<file path="config.mk">
export PLATFORM = sky130hd
export DESIGN_NAME = phase_cal_ctrl
export DESIGN_NICKNAME = d
export VERILOG_FILES = /design/src/rtl/phase_cal_pkg.sv /design/src/rtl/phase_cal_dwell.sv /design/src/rtl/phase_cal_window.sv /design/src/rtl/phase_cal_store.sv /design/src/rtl/phase_cal_ctrl.sv
export SDC_FILE = /design/constraint.sdc
export NUM_CORES = 1
export LEC_CHECK = 0
export ABC_AREA = 1
export BUFFER_PORTS_ARGS = -buffer_cell sky130_fd_sc_hd__buf_2
export CORE_ASPECT_RATIO = 1.5
export CORE_MARGIN = 1.5
export CORE_UTILIZATION = 35
export DETAILED_ROUTE_END_ITERATION = 8
export PLACE_DENSITY_LB_ADDON = 0.25
export SYNTH_ARGS = -nofsm -noshare
export SYNTH_HDL_FRONTEND = slang
export SYNTH_SLANG_ARGS = --single-unit
</file>
<file path="constraint.sdc">
create_clock -name clk -period 12.45 [get_ports clk]
set_input_delay 2.49 -clock clk [delete_from_list [all_inputs] [get_ports clk]]
set_output_delay 2.49 -clock clk [all_outputs]
set_load 0.02 [all_outputs]
</file>
<file path="src/rtl/phase_cal_pkg.sv">
package phase_cal_pkg;

  typedef enum logic [2:0] {
    CAL_IDLE,
    CAL_LOAD,
    CAL_DWELL,
    CAL_STORE,
    CAL_APPLY,
    CAL_DONE
  } cal_state_e;

  typedef enum logic [1:0] {
    DW_OFF,
    DW_SETTLE,
    DW_OBSERVE
  } dwell_phase_e;

endpackage

</file>
<file path="src/rtl/phase_cal_dwell.sv">
module phase_cal_dwell
  import phase_cal_pkg::*;
#(
  parameter int SETTLE_CYC = 8,
  parameter int OBS_WORDS  = 256
) (
  input  logic clk,
  input  logic rst_n,
  input  logic start_i,
  input  logic pat_ok_i,
  output logic done_o,
  output logic pass_o
);
  localparam int MAXC = (SETTLE_CYC > OBS_WORDS) ? SETTLE_CYC : OBS_WORDS;
  localparam int CW   = $clog2(MAXC + 1);
  localparam logic [CW-1:0] SETTLE_LAST = CW'(SETTLE_CYC - 1);
  localparam logic [CW-1:0] OBS_LAST    = CW'(OBS_WORDS - 1);

  dwell_phase_e phase_q, phase_d;
  logic [CW-1:0] cnt_q, cnt_d;
  logic ok_q, ok_d, done_q, done_d, pass_q, pass_d;

  always_comb begin
    phase_d = phase_q;
    cnt_d   = cnt_q;
    ok_d    = ok_q;
    done_d  = 1'b0;
    pass_d  = pass_q;
    unique case (phase_q)
      DW_OFF: begin
        if (start_i) begin
          phase_d = DW_SETTLE;
          cnt_d   = '0;
        end
      end
      DW_SETTLE: begin
        if (cnt_q == SETTLE_LAST) begin
          phase_d = DW_OBSERVE;
          cnt_d   = '0;
          ok_d    = 1'b1;
        end else begin
          cnt_d = cnt_q + 1'b1;
        end
      end
      DW_OBSERVE: begin
        ok_d = ok_q & pat_ok_i;
        if (cnt_q == OBS_LAST) begin
          phase_d = DW_OFF;
          done_d  = 1'b1;
          pass_d  = ok_q & pat_ok_i;
        end else begin
          cnt_d = cnt_q + 1'b1;
        end
      end
      default: phase_d = DW_OFF;
    endcase
  end

  always_ff @(posedge clk or negedge rst_n) begin
    if (!rst_n) begin
      phase_q <= DW_OFF;
      cnt_q   <= '0;
      ok_q    <= 1'b0;
      done_q  <= 1'b0;
      pass_q  <= 1'b0;
    end else begin
      phase_q <= phase_d;
      cnt_q   <= cnt_d;
      ok_q    <= ok_d;
      done_q  <= done_d;
      pass_q  <= pass_d;
    end
  end

  assign done_o = done_q;
  assign pass_o = pass_q;

  // a new dwell is only requested when the previous one has finished
  assert_start_when_free_R3: assert property (@(posedge clk) disable iff (!rst_n)
    start_i |-> phase_q == DW_OFF);

  // the verdict strobe lasts a single cycle
  assert_verdict_single_R4: assert property (@(posedge clk) disable iff (!rst_n)
    done_q |=> !done_q);

endmodule

</file>
<file path="src/rtl/phase_cal_window.sv">
module phase_cal_window #(
  parameter int TAPS = 32
) (
  input  logic                     clk,
  input  logic                     rst_n,
  input  logic                     clr_i,
  input  logic                     upd_i,
  input  logic                     pass_i,
  input  logic [$clog2(TAPS)-1:0]  tap_i,
  output logic                     any_o,
  output logic [$clog2(TAPS)-1:0]  mid_o
);
  localparam int TW = $clog2(TAPS);
  localparam int LW = $clog2(TAPS + 1);

  logic [TW-1:0] cur_start_q, cur_start_d, best_start_q, best_start_d;
  logic [LW-1:0] cur_len_q, cur_len_d, best_len_q, best_len_d;
  logic [LW-1:0] run_len_nx, half_len;
  logic [TW-1:0] run_start_nx;
  logic          grow, trk_en;

  always_comb begin
    run_len_nx   = cur_len_q + 1'b1;
    run_start_nx = (cur_len_q == '0) ? tap_i : cur_start_q;
    grow         = pass_i && (run_len_nx > best_len_q);
    trk_en       = clr_i | upd_i;
    cur_start_d  = cur_start_q;
    cur_len_d    = cur_len_q;
    best_start_d = best_start_q;
    best_len_d   = best_len_q;
    if (clr_i) begin
      cur_start_d  = '0;
      cur_len_d    = '0;
      best_start_d = '0;
      best_len_d   = '0;
    end else if (upd_i) begin
      if (pass_i) begin
        cur_start_d = run_start_nx;
        cur_len_d   = run_len_nx;
        if (grow) begin
          best_start_d = run_start_nx;
          best_len_d   = run_len_nx;
        end
      end else begin
        cur_len_d = '0;
      end
    end
  end

  always_ff @(posedge clk or negedge rst_n) begin
    if (!rst_n) begin
      cur_start_q  <= '0;
      cur_len_q    <= '0;
      best_start_q <= '0;
      best_len_q   <= '0;
    end else if (trk_en) begin
      cur_start_q  <= cur_start_d;
      cur_len_q    <= cur_len_d;
      best_start_q <= best_start_d;
      best_len_q   <= best_len_d;
    end
  end

  always_comb begin
    half_len = (best_len_q - 1'b1) >> 1;
    any_o    = best_len_q != '0;
    mid_o    = best_start_q + TW'(half_len);
  end

  // without a clear the best run only grows
  assert_best_never_shrinks_R5: assert property (@(posedge clk) disable iff (!rst_n)
    !clr_i |=> best_len_q >= $past(best_len_q));

  // a run never exceeds the tap count
  assert_run_bounded_R5: assert property (@(posedge clk) disable iff (!rst_n)
    (cur_len_q <= LW'(TAPS)) && (best_len_q <= LW'(TAPS)));

  // updates and clears never collide
  assert_no_clear_during_update_R6: assert property (@(posedge clk) disable iff (!rst_n)
    !(clr_i && upd_i));

endmodule

</file>
<file path="src/rtl/phase_cal_store.sv">
module phase_cal_store #(
  parameter int NUM_CH = 96,
  parameter int TAPS   = 32
) (
  input  logic                       clk,
  input  logic                       rst_n,
  input  logic                       wr_i,
  input  logic [$clog2(NUM_CH)-1:0]  wr_ch_i,
  input  logic [$clog2(TAPS)-1:0]    wr_tap_i,
  input  logic                       wr_fail_i,
  input  logic [$clog2(NUM_CH)-1:0]  rd_ch_i,
  output logic [$clog2(TAPS)-1:0]    rd_tap_o,
  output logic [NUM_CH-1:0]          fail_o
);
  localparam int TW = $clog2(TAPS);

  logic [TW-1:0]     setting_q [NUM_CH];
  logic [NUM_CH-1:0] fail_q;

  always_ff @(posedge clk) begin
    if (wr_i) setting_q[wr_ch_i] <= wr_tap_i;
  end

  always_ff @(posedge clk or negedge rst_n) begin
    if (!rst_n)    fail_q          <= '0;
    else if (wr_i) fail_q[wr_ch_i] <= wr_fail_i;
  end

  assign rd_tap_o = setting_q[rd_ch_i];
  assign fail_o   = fail_q;

  // a failing lane is always recorded with tap 0
  assert_fail_stores_zero_R7: assert property (@(posedge clk) disable iff (!rst_n)
    (wr_i && wr_fail_i) |-> wr_tap_i == '0);

  // writes address an existing lane
  assert_lane_in_range_R2: assert property (@(posedge clk) disable iff (!rst_n)
    wr_i |-> int'(wr_ch_i) < NUM_CH);

endmodule

</file>
<file path="src/rtl/phase_cal_ctrl.sv">
module phase_cal_ctrl
  import phase_cal_pkg::*;
#(
  parameter int NUM_CH     = 96,
  parameter int TAPS       = 32,
  parameter int SETTLE_CYC = 8,
  parameter int OBS_WORDS  = 256
) (
  input  logic                       clk,
  input  logic                       rst_n,
  input  logic                       start_i,
  input  logic [NUM_CH-1:0]          pat_ok_i,
  output logic [$clog2(NUM_CH)-1:0]  chan_sel_o,
  output logic                       tap_we_o,
  output logic [$clog2(TAPS)-1:0]    tap_val_o,
  output logic                       done_o,
  output logic [NUM_CH-1:0]          fail_o
);
  localparam int CHW = $clog2(NUM_CH);
  localparam int TW  = $clog2(TAPS);
  localparam logic [CHW-1:0] CH_LAST  = CHW'(NUM_CH - 1);
  localparam logic [TW-1:0]  TAP_LAST = TW'(TAPS - 1);

  logic rst_meta_q, rst_sync_q;
  always_ff @(posedge clk or negedge rst_n) begin
    if (!rst_n) begin
      rst_meta_q <= 1'b0;
      rst_sync_q <= 1'b0;
    end else begin
      rst_meta_q <= 1'b1;
      rst_sync_q <= rst_meta_q;
    end
  end

  cal_state_e     state_q, state_d;
  logic [CHW-1:0] ch_q, ch_d;
  logic [TW-1:0]  tap_q, tap_d;
  logic           ch_en, tap_en;

  logic          sel_ok, dw_start, dw_done, dw_pass;
  logic          win_clr, win_any;
  logic [TW-1:0] win_mid, store_tap, rd_tap;
  logic          store_wr, accept;

  assign sel_ok   = pat_ok_i[ch_q];
  assign accept   = start_i && (state_q == CAL_IDLE || state_q == CAL_DONE);
  assign dw_start = (state_q == CAL_LOAD);
  assign store_wr = (state_q == CAL_STORE);
  assign win_clr  = accept || store_wr;
  assign store_tap = win_any ? win_mid : '0;

  always_comb begin
    state_d = state_q;
    ch_d    = ch_q;
    tap_d   = tap_q;
    ch_en   = 1'b0;
    tap_en  = 1'b0;
    unique case (state_q)
      CAL_IDLE, CAL_DONE: begin
        if (start_i) begin
          state_d = CAL_LOAD;
          ch_d    = '0;
          tap_d   = '0;
          ch_en   = 1'b1;
          tap_en  = 1'b1;
        end
      end
      CAL_LOAD: state_d = CAL_DWELL;
      CAL_DWELL: begin
        if (dw_done) begin
          if (tap_q == TAP_LAST) begin
            state_d = CAL_STORE;
          end else begin
            state_d = CAL_LOAD;
            tap_d   = tap_q + 1'b1;
            tap_en  = 1'b1;
          end
        end
      end
      CAL_STORE: begin
        ch_en = 1'b1;
        if (ch_q == CH_LAST) begin
          state_d = CAL_APPLY;
          ch_d    = '0;
        end else begin
          state_d = CAL_LOAD;
          ch_d    = ch_q + 1'b1;
          tap_d   = '0;
          tap_en  = 1'b1;
        end
      end
      CAL_APPLY: begin
        if (ch_q == CH_LAST) begin
          state_d = CAL_DONE;
        end else begin
          ch_d  = ch_q + 1'b1;
          ch_en = 1'b1;
        end
      end
      default: state_d = CAL_IDLE;
    endcase
  end

  always_ff @(posedge clk or negedge rst_sync_q) begin
    if (!rst_sync_q) begin
      state_q <= CAL_IDLE;
      ch_q    <= '0;
      tap_q   <= '0;
    end else begin
      state_q <= state_d;
      if (ch_en)  ch_q  <= ch_d;
      if (tap_en) tap_q <= tap_d;
    end
  end

  phase_cal_dwell #(.SETTLE_CYC(SETTLE_CYC), .OBS_WORDS(OBS_WORDS)) u_dwell (
    .clk      (clk),
    .rst_n    (rst_sync_q),
    .start_i  (dw_start),
    .pat_ok_i (sel_ok),
    .done_o   (dw_done),
    .pass_o   (dw_pass)
  );

  phase_cal_window #(.TAPS(TAPS)) u_window (
    .clk    (clk),
    .rst_n  (rst_sync_q),
    .clr_i  (win_clr),
    .upd_i  (dw_done),
    .pass_i (dw_pass),
    .tap_i  (tap_q),
    .any_o  (win_any),
    .mid_o  (win_mid)
  );

  phase_cal_store #(.NUM_CH(NUM_CH), .TAPS(TAPS)) u_store (
    .clk       (clk),
    .rst_n     (rst_sync_q),
    .wr_i      (store_wr),
    .wr_ch_i   (ch_q),
    .wr_tap_i  (store_tap),
    .wr_fail_i (!win_any),
    .rd_ch_i   (ch_q),
    .rd_tap_o  (rd_tap),
    .fail_o    (fail_o)
  );

  assign chan_sel_o = ch_q;
  assign tap_we_o   = (state_q == CAL_LOAD) || (state_q == CAL_APPLY);
  assign tap_val_o  = (state_q == CAL_APPLY) ? rd_tap : tap_q;
  assign done_o     = (state_q == CAL_DONE);

  // done holds until a start pulse
  assert_done_holds_R9: assert property (@(posedge clk) disable iff (!rst_sync_q)
    (done_o && !start_i) |=> done_o);

  // start while done clears done and issues the first tap write
  assert_restart_clears_done_R11: assert property (@(posedge clk) disable iff (!rst_sync_q)
    (done_o && start_i) |=> (!done_o && tap_we_o));

  // the bus is quiet while done is high
  assert_quiet_when_done_R8: assert property (@(posedge clk) disable iff (!rst_sync_q)
    done_o |-> !tap_we_o);

  // done rises only right after a write-back write
  assert_done_after_apply_R8: assert property (@(posedge clk) disable iff (!rst_sync_q)
    $rose(done_o) |-> $past(tap_we_o));

  // lane select is stable while a tap dwell is in progress
  assert_lane_stable_in_dwell_R2: assert property (@(posedge clk) disable iff (!rst_sync_q)
    (state_q == CAL_DWELL) |=> $stable(chan_sel_o));

endmodule

</file>
== Word-level counts from Yosys, hierarchy flattened ==
Memories as Yosys holds them, arrays and structs flattened.
Index checks and enable logic that the tools add are counted.

* Bits in registers: 149
* Memory bits (writable): 480
* Memories kept: 1

{| class="wikitable"
|+ Memory list
! name !! words !! bits a word !! read ports !! clocked after Yosys merged registers in !! write ports !! RTL line !! source
|-
| u_store.setting_q || 96 || 5 || 1 || 0 || 1 || phase_cal_store.sv:17 || <nowiki>logic [TW-1:0] setting_q [NUM_CH];</nowiki>
|}

* $add $sub $neg: 6
* Order comparisons: 3
* Equal/unequal tests: 21
* Mux-type cells: 57
* Bitwise gates (word level): 2
* Reduce and logical (&&, ||, !) cells: 29

{| class="wikitable"
|+ Operators with widths
! cell !! count
|-
| 96-bit bitwise mux || 1
|-
| 5-bit two-way mux || 14
|-
| 6-bit two-way mux || 7
|-
| 9-bit two-way mux || 3
|-
| 9-bit case mux with 3 select lines || 1
|-
| 7-bit two-way mux || 3
|-
| 7-bit case mux with 3 select lines || 1
|-
| 3-bit case mux with 5 select lines || 1
|-
| 5-bit case mux with 3 select lines || 1
|-
| 2-bit != test, second input constant || 7
|-
| 3-bit two-way mux || 4
|-
| 3-bit AND reduction || 4
|-
| 1-bit two-way mux || 11
|-
| 9-bit by 1-bit adder with 9-bit output, second input constant || 1
|-
| 9-bit by 3-bit == test with 1-bit output, second input constant || 1
|-
| 9-bit by 8-bit == test with 1-bit output, second input constant || 1
|-
| 3-bit nonzero test || 3
|-
| 7-bit by 8-bit less-than comparator with 1-bit output, second input constant || 1
|-
| 2-bit two-way mux || 4
|-
| 4-bit AND reduction || 2
|-
| 2-bit nonzero test || 4
|-
| 7-bit by 1-bit adder with 7-bit output, second input constant || 1
|-
| 1-bit binary-select mux with 7-bit select || 1
|-
| 1-bit demux with 7-bit select || 1
|-
| 29 further kinds || 40
|}

== Depth between registers and ports, before layout ==
* Depth after elaboration: 7
* Depth in mapped cells: 17
* Gate-level depth less buffers: 16

== By module ==
From an unflattened synthesis, not the netlist that was laid out.

* Cells, all modules: 2762
* Area, all modules: 27964.3 sq um

{| class="wikitable"
|+ By module, submodules not included
! module !! times used !! cells each !! area each (sq um) !! seq. area each (sq um)
|-
| phase_cal_store || 1 || 2044 || 23216.0 || 16816.1
|-
| phase_cal_ctrl || 1 || 386 || 2113.3 || 425.4
|-
| phase_cal_window || 1 || 221 || 1707.9 || 550.5
|-
| phase_cal_dwell || 1 || 111 || 927.1 || 350.3
|}

== Least setup slack after synthesis ==
No wires, ideal clock.

* Path type: reg2reg
* Start point: register u_window.best_len_q[0]
* End point: memory u_store.setting_q[0][4] in the netlist's numbering (data pin)
* Library setup time: 0.719 ns
* Data arrival time: 4.116 ns
* Required time: 11.731 ns
* Setup slack: 7.615 ns
* Stages on the path, launching flop included: 12
* Cell sequence: dfrtp_1 > inv_1 > ha_1 > inv_1 > ha_1 > inv_1 > fa_1 > inv_1 > nand2_1 > nand2_1 > a21oi_1 > a21oi_1

* Cells in the longest elaborated chain, start to end: 3

{| class="wikitable"
|+ RTL lines
! what !! RTL line !! source
|-
| from (decl) || phase_cal_window.sv:17 || <nowiki>logic [LW-1:0] cur_len_q, cur_len_d, best_len_q, best_len_d;</nowiki>
|-
| from (signal assigned) || phase_cal_window.sv:60 || <nowiki>best_len_q <= best_len_d;</nowiki>
|-
| 6-bit by 1-bit subtractor with 6-bit output || phase_cal_window.sv:65 || <nowiki>half_len = (best_len_q - 1'b1) >> 1;</nowiki>
|-
| 5-bit adder || phase_cal_window.sv:67 || <nowiki>mid_o = best_start_q + TW'(half_len);</nowiki>
|-
| 5-bit two-way mux * || phase_cal_ctrl.sv:50 || <nowiki>assign store_tap = win_any ? win_mid : '0;</nowiki>
|-
| named net store_tap[4] || phase_cal_ctrl.sv:42 || <nowiki>logic [TW-1:0] win_mid, store_tap, rd_tap;</nowiki>
|-
| to (decl) || phase_cal_store.sv:17 ||
|}

The timed path passes the listed nets; every way through them passes the cells marked *.

== Worst setup path in the final report ==
* Start point: register ch_q[1], in the netlist chan_sel_o[1]
* End point: output port tap_val_o[2]

* Cells in the longest elaborated chain, start to end: 2

{| class="wikitable"
|+ RTL lines
! what !! RTL line !! source
|-
| from (decl) || phase_cal_ctrl.sv:36 || <nowiki>logic [CHW-1:0] ch_q, ch_d;</nowiki>
|-
| from (signal assigned) || phase_cal_ctrl.sv:111 || <nowiki>if (ch_en) ch_q <= ch_d;</nowiki>
|-
| memory 96 x 5 bit || - ||
|-
| 5-bit two-way mux || phase_cal_ctrl.sv:150 || <nowiki>assign tap_val_o = (state_q == CAL_APPLY) ? rd_tap : tap_q;</nowiki>
|-
| to (decl) || phase_cal_ctrl.sv:15 || <nowiki>output logic [$clog2(TAPS)-1:0] tap_val_o,</nowiki>
|}

Every way passes these cells.

==> impl_metrics.yaml <==
yosys:
  synth_cell_types: 43
  yosysSeqAreaShare_pct: 64.2
  synthXorXnorAreaFrac_pct: 0.279
  synthMuxAreaShare_pct: 0.434
  ys_warn_count: 0
  yosysTopAreaCell: "edfxtp_1"
  syn_area_mm2: 0.0283
  yosys-top-cells-area: "edfxtp_1, nand2_1, dfrtp_1"
  synth_top_family_by_area: "simple AND/OR/NAND/NOR gates"
  yosysTopAreaCellShare_pct: 51.0
  synthAdderAreaFrac_pct: 1.09
  synthCells: 2861
  syn_avg_cell_area_um2: 9.88
  synth-simple-area-share_pct: 23.2
  synth_compound_area_share_pct: 6.18
  mappedNetlistNets: 2984
  synth-seq-cells: 629
floorplanning:
  ios: 209
  core_area_mm2: 0.0799
  core.rowCount: 127
  die_w_um: 235
  initial_utilization_pct: 35.4
  die_y_um: 351
  dieArea_mm2: 0.0825
critical_path:
  critPathSlowestCell: "buf_4"
  crit_type: "reg -> out"
  crit_top_cell: "nand2_1"
  cp.buffers_inverters: 3
  cp-start-kind: "flop"
  endpoint_kind: "output pin"
  worstPathArrival_ns: 4.59
  crit_fanout: 60
  required_ns: 9.96
  max_stage_delay_ns: 0.76
  cp_cell_sequence: "inv_6, buf_4, nor2_4, nand3_1, nand2_1, nor2_1, nand2_1, nand2_1, nand4_1, nand2_1, nand2_1, nor2_1, nor2_1, buf_2"
  cp_top_family: "simple AND/OR/NAND/NOR gates"
drt:
  wl_um: 81700
  ant_nets: 0
  drcViolationCount: 0
  vias_per_cell: 4.90
  drt-wirelength-per-cell_um: 19.9
  num_vias: 20100
  drt_iter0_markers: 1479
  firstDrtPassIters: 6
timing:
  slew_headroom_pct: 14.5
  worstMarginPinSlew_ns: 1.28
  min_period_ns: 7.08
  maxSlewViolCount: 0
  rsz0062_at_grt: "no"
  fin_crit_sh_pct: 56.9
  tns_ns: 0
  hold_violations: 0
  finalSetupViolCount: 0
  fmax_mhz: 141
  worst_clock_skew_ns: 0.0256
place:
  hpwl_um: 52400
  portBuffers: 208
  gp_congestion: 0.865
  place_inst: 3993
final_layout:
  drive_gt1_share_pct: 14.9
  antenna_cells: 0
  fillers: 7736
  stdcell_count: 4109
  final_nets: 3147
  final_util_pct: 40.3
  area_growth_syn_to_layout_pct: 13.8
cts:
  root_buffer: "clkbuf_16"
  cts_resized: 0
  htree_levels: 2
  clock_latency_ns: 0.65
  post_cts_buffers: 0
  hold_buffers: 0
  cts_tree: "yes"
  clock-sinks: 629
  cts.path.max_buffers: 3
  clk_pin_slew_ns: 0.06
  cts-buffers-inserted: 61
outcome:
  run_status: "complete, no violations"
global_routing:
  antenna_found_initial: 0
  grt_pass1_vias: 19700
  grt_start_max_net_pins: 125
  grt_first_pass_wirelength_um: 123000
  track_usage_pct: 19.8
  grt_overflow: 0
pwr:
  p_leak_nw: 12.8
  powerDensity_mw_per_mm2: 131
  ir_drop_v: 0.000116
min_path:
  hold_class: "reg -> async"
job:
  max-cap-violations: 0
final timing paths:
path | start | to | slack (ns) | depth (start not counted)
worst max-delay path | chan_sel_o[1] | tap_val_o[2] | 5.37 | 14
worst min-delay path | rst_sync_q | u_store.fail_o[85] | 0.33 | 0
worst max register to register | chan_sel_o[1] | u_store.setting_q[74][1] | 8.03 | 8
worst min register to register | rst_sync_q | u_store.fail_o[85] | 0.33 | 0
max in group asynchronous | rst_n | rst_sync_q | 10.73 | 1
min in group clk | rst_meta_q | rst_sync_q | 0.35 | 0
sequential cells by signal, summed over array words and instances, names as in the netlist, 2 cells and up:
name                   count
u_window.best_start_q      5
u_window.cur_start_q       5
u_dwell.cnt_q              9
state_q                    3
u_window.best_len_q        6
tap_q                      5
u_dwell.phase_q            2
u_store.setting_q        480
u_window.cur_len_q         6
chan_sel_o                 7
u_store.fail_o            96
metal layers:
layer	global-route usage (%)	wire (um)
met4	7.82	3080
met3	3.96	5110
met1	24.2	33500
met5	0	0
met2	34.3	40000
placed cells by master (no fill, tap or decap), types with 5 or more instances in the layout:
cell,synthesis,layout
clkbuf_16,0,64
nor2_2,23,23
clkinv_2,0,8
nand2_1,1137,1137
xor2_1,7,7
inv_2,25,25
ha_1,23,23
edfxtp_1,480,480
nor2_4,43,45
buf_2,64,208
or2_2,13,13
clkbuf_1,26,17
clkinv_1,0,8
buf_4,27,27
a31oi_1,5,5
mux2_2,10,10
nor3_1,11,11
bufinv_16,0,8
inv_1,117,115
nor2_1,219,217
o21ai_1,6,6
or2_1,8,8
nand4_1,12,12
dfrtp_1,149,145
o22ai_1,8,8
o21ai_0,96,96
nand3_1,95,95
a21oi_1,208,205
layout make-up:
class	count	area (um^2)	area share, %
multi-input cells	1955	8860	27.5
repair buffers	235	1240	3.86
inverters	142	546	1.69
clock buffers	85	1720	5.34
well taps	1032	1290	4.01
clock inverters	31	368	1.14
flip-flops and latches	629	18200	56.4
stage by stage:
stage,setup slack [ns],cell area [um^2],power [mW],hold slack (ns)
after floorplan,7.61,28300,2.30,0.331
after global placement,6.19,30100,2.32,0.335
after detailed placement,6.13,30100,2.32,0.342
after CTS,5.43,32200,4.27,0.357
after global routing,5.21,32200,4.34,0.358
final,5.37,32200,4.22,0.332
cells in the mapped netlist:
| master | count |
|---|---|
| buf_4 | 27 |
| a22oi_1 | 4 |
| buf_6 | 13 |
| nand3_2 | 2 |
| xor2_1 | 7 |
| or2_2 | 13 |
| or2_1 | 8 |
| o21ai_0 | 96 |
| clkbuf_1 | 26 |
| nand3_1 | 95 |
| nand4_1 | 12 |
| inv_1 | 117 |
| fa_1 | 1 |
| mux2_2 | 10 |
| a21oi_2 | 1 |
| nor4_2 | 1 |
| nor4_1 | 2 |
| dfrtp_1 | 149 |
| nand2_4 | 1 |
| nor3_1 | 11 |
| o211ai_1 | 4 |
| a211oi_1 | 2 |
| ha_1 | 23 |
| a21boi_1 | 1 |
| a221oi_2 | 1 |
| xnor2_1 | 2 |
| mux2i_1 | 1 |
| edfxtp_1 | 480 |
| conb_1 | 1 |
| nor2_2 | 23 |
| a21oi_1 | 208 |
| o21ai_1 | 6 |
| nand2_2 | 2 |
| nand2_1 | 1137 |
| inv_2 | 25 |
| nand3b_1 | 4 |
| nor2_4 | 43 |
| buf_1 | 5 |
| nor2_1 | 219 |
| buf_2 | 64 |
| o22ai_1 | 8 |
| o221ai_1 | 1 |
| a31oi_1 | 5 |
worst register-to-register path, delay by kind of cell (launching register included):
family | cells | cell delay [ns]
buffers and inverters | 4 | 1.33
DFF | 1 | 0.81
and+or+nand+nor | 4 | 1.91
kinds of logic (layout without fill, tap and decap cells):
group                    Yosys count  in the layout
XOR/XNOR                           9              9
buffers and inverters            277            493
AO/OA/AOI/OAI                    337            337
other                              1              1
AND/OR/NAND/NOR                 1573           1573
multiplexers                      11             11
adder cells (fa/ha/maj)           24             24
flip-flops                       629            629
power breakdown:
part           switching (mW)  leakage [nW]  total (mW)  internal, mW
Clock                   0.820          1.01        1.95          1.13
Sequential            0.00284          5.31        2.24          2.23
Combinational          0.0211          6.48      0.0378        0.0166
Total                   0.844          12.8        4.22          3.38
Note: power is estimated with default switching activity, not from simulation.
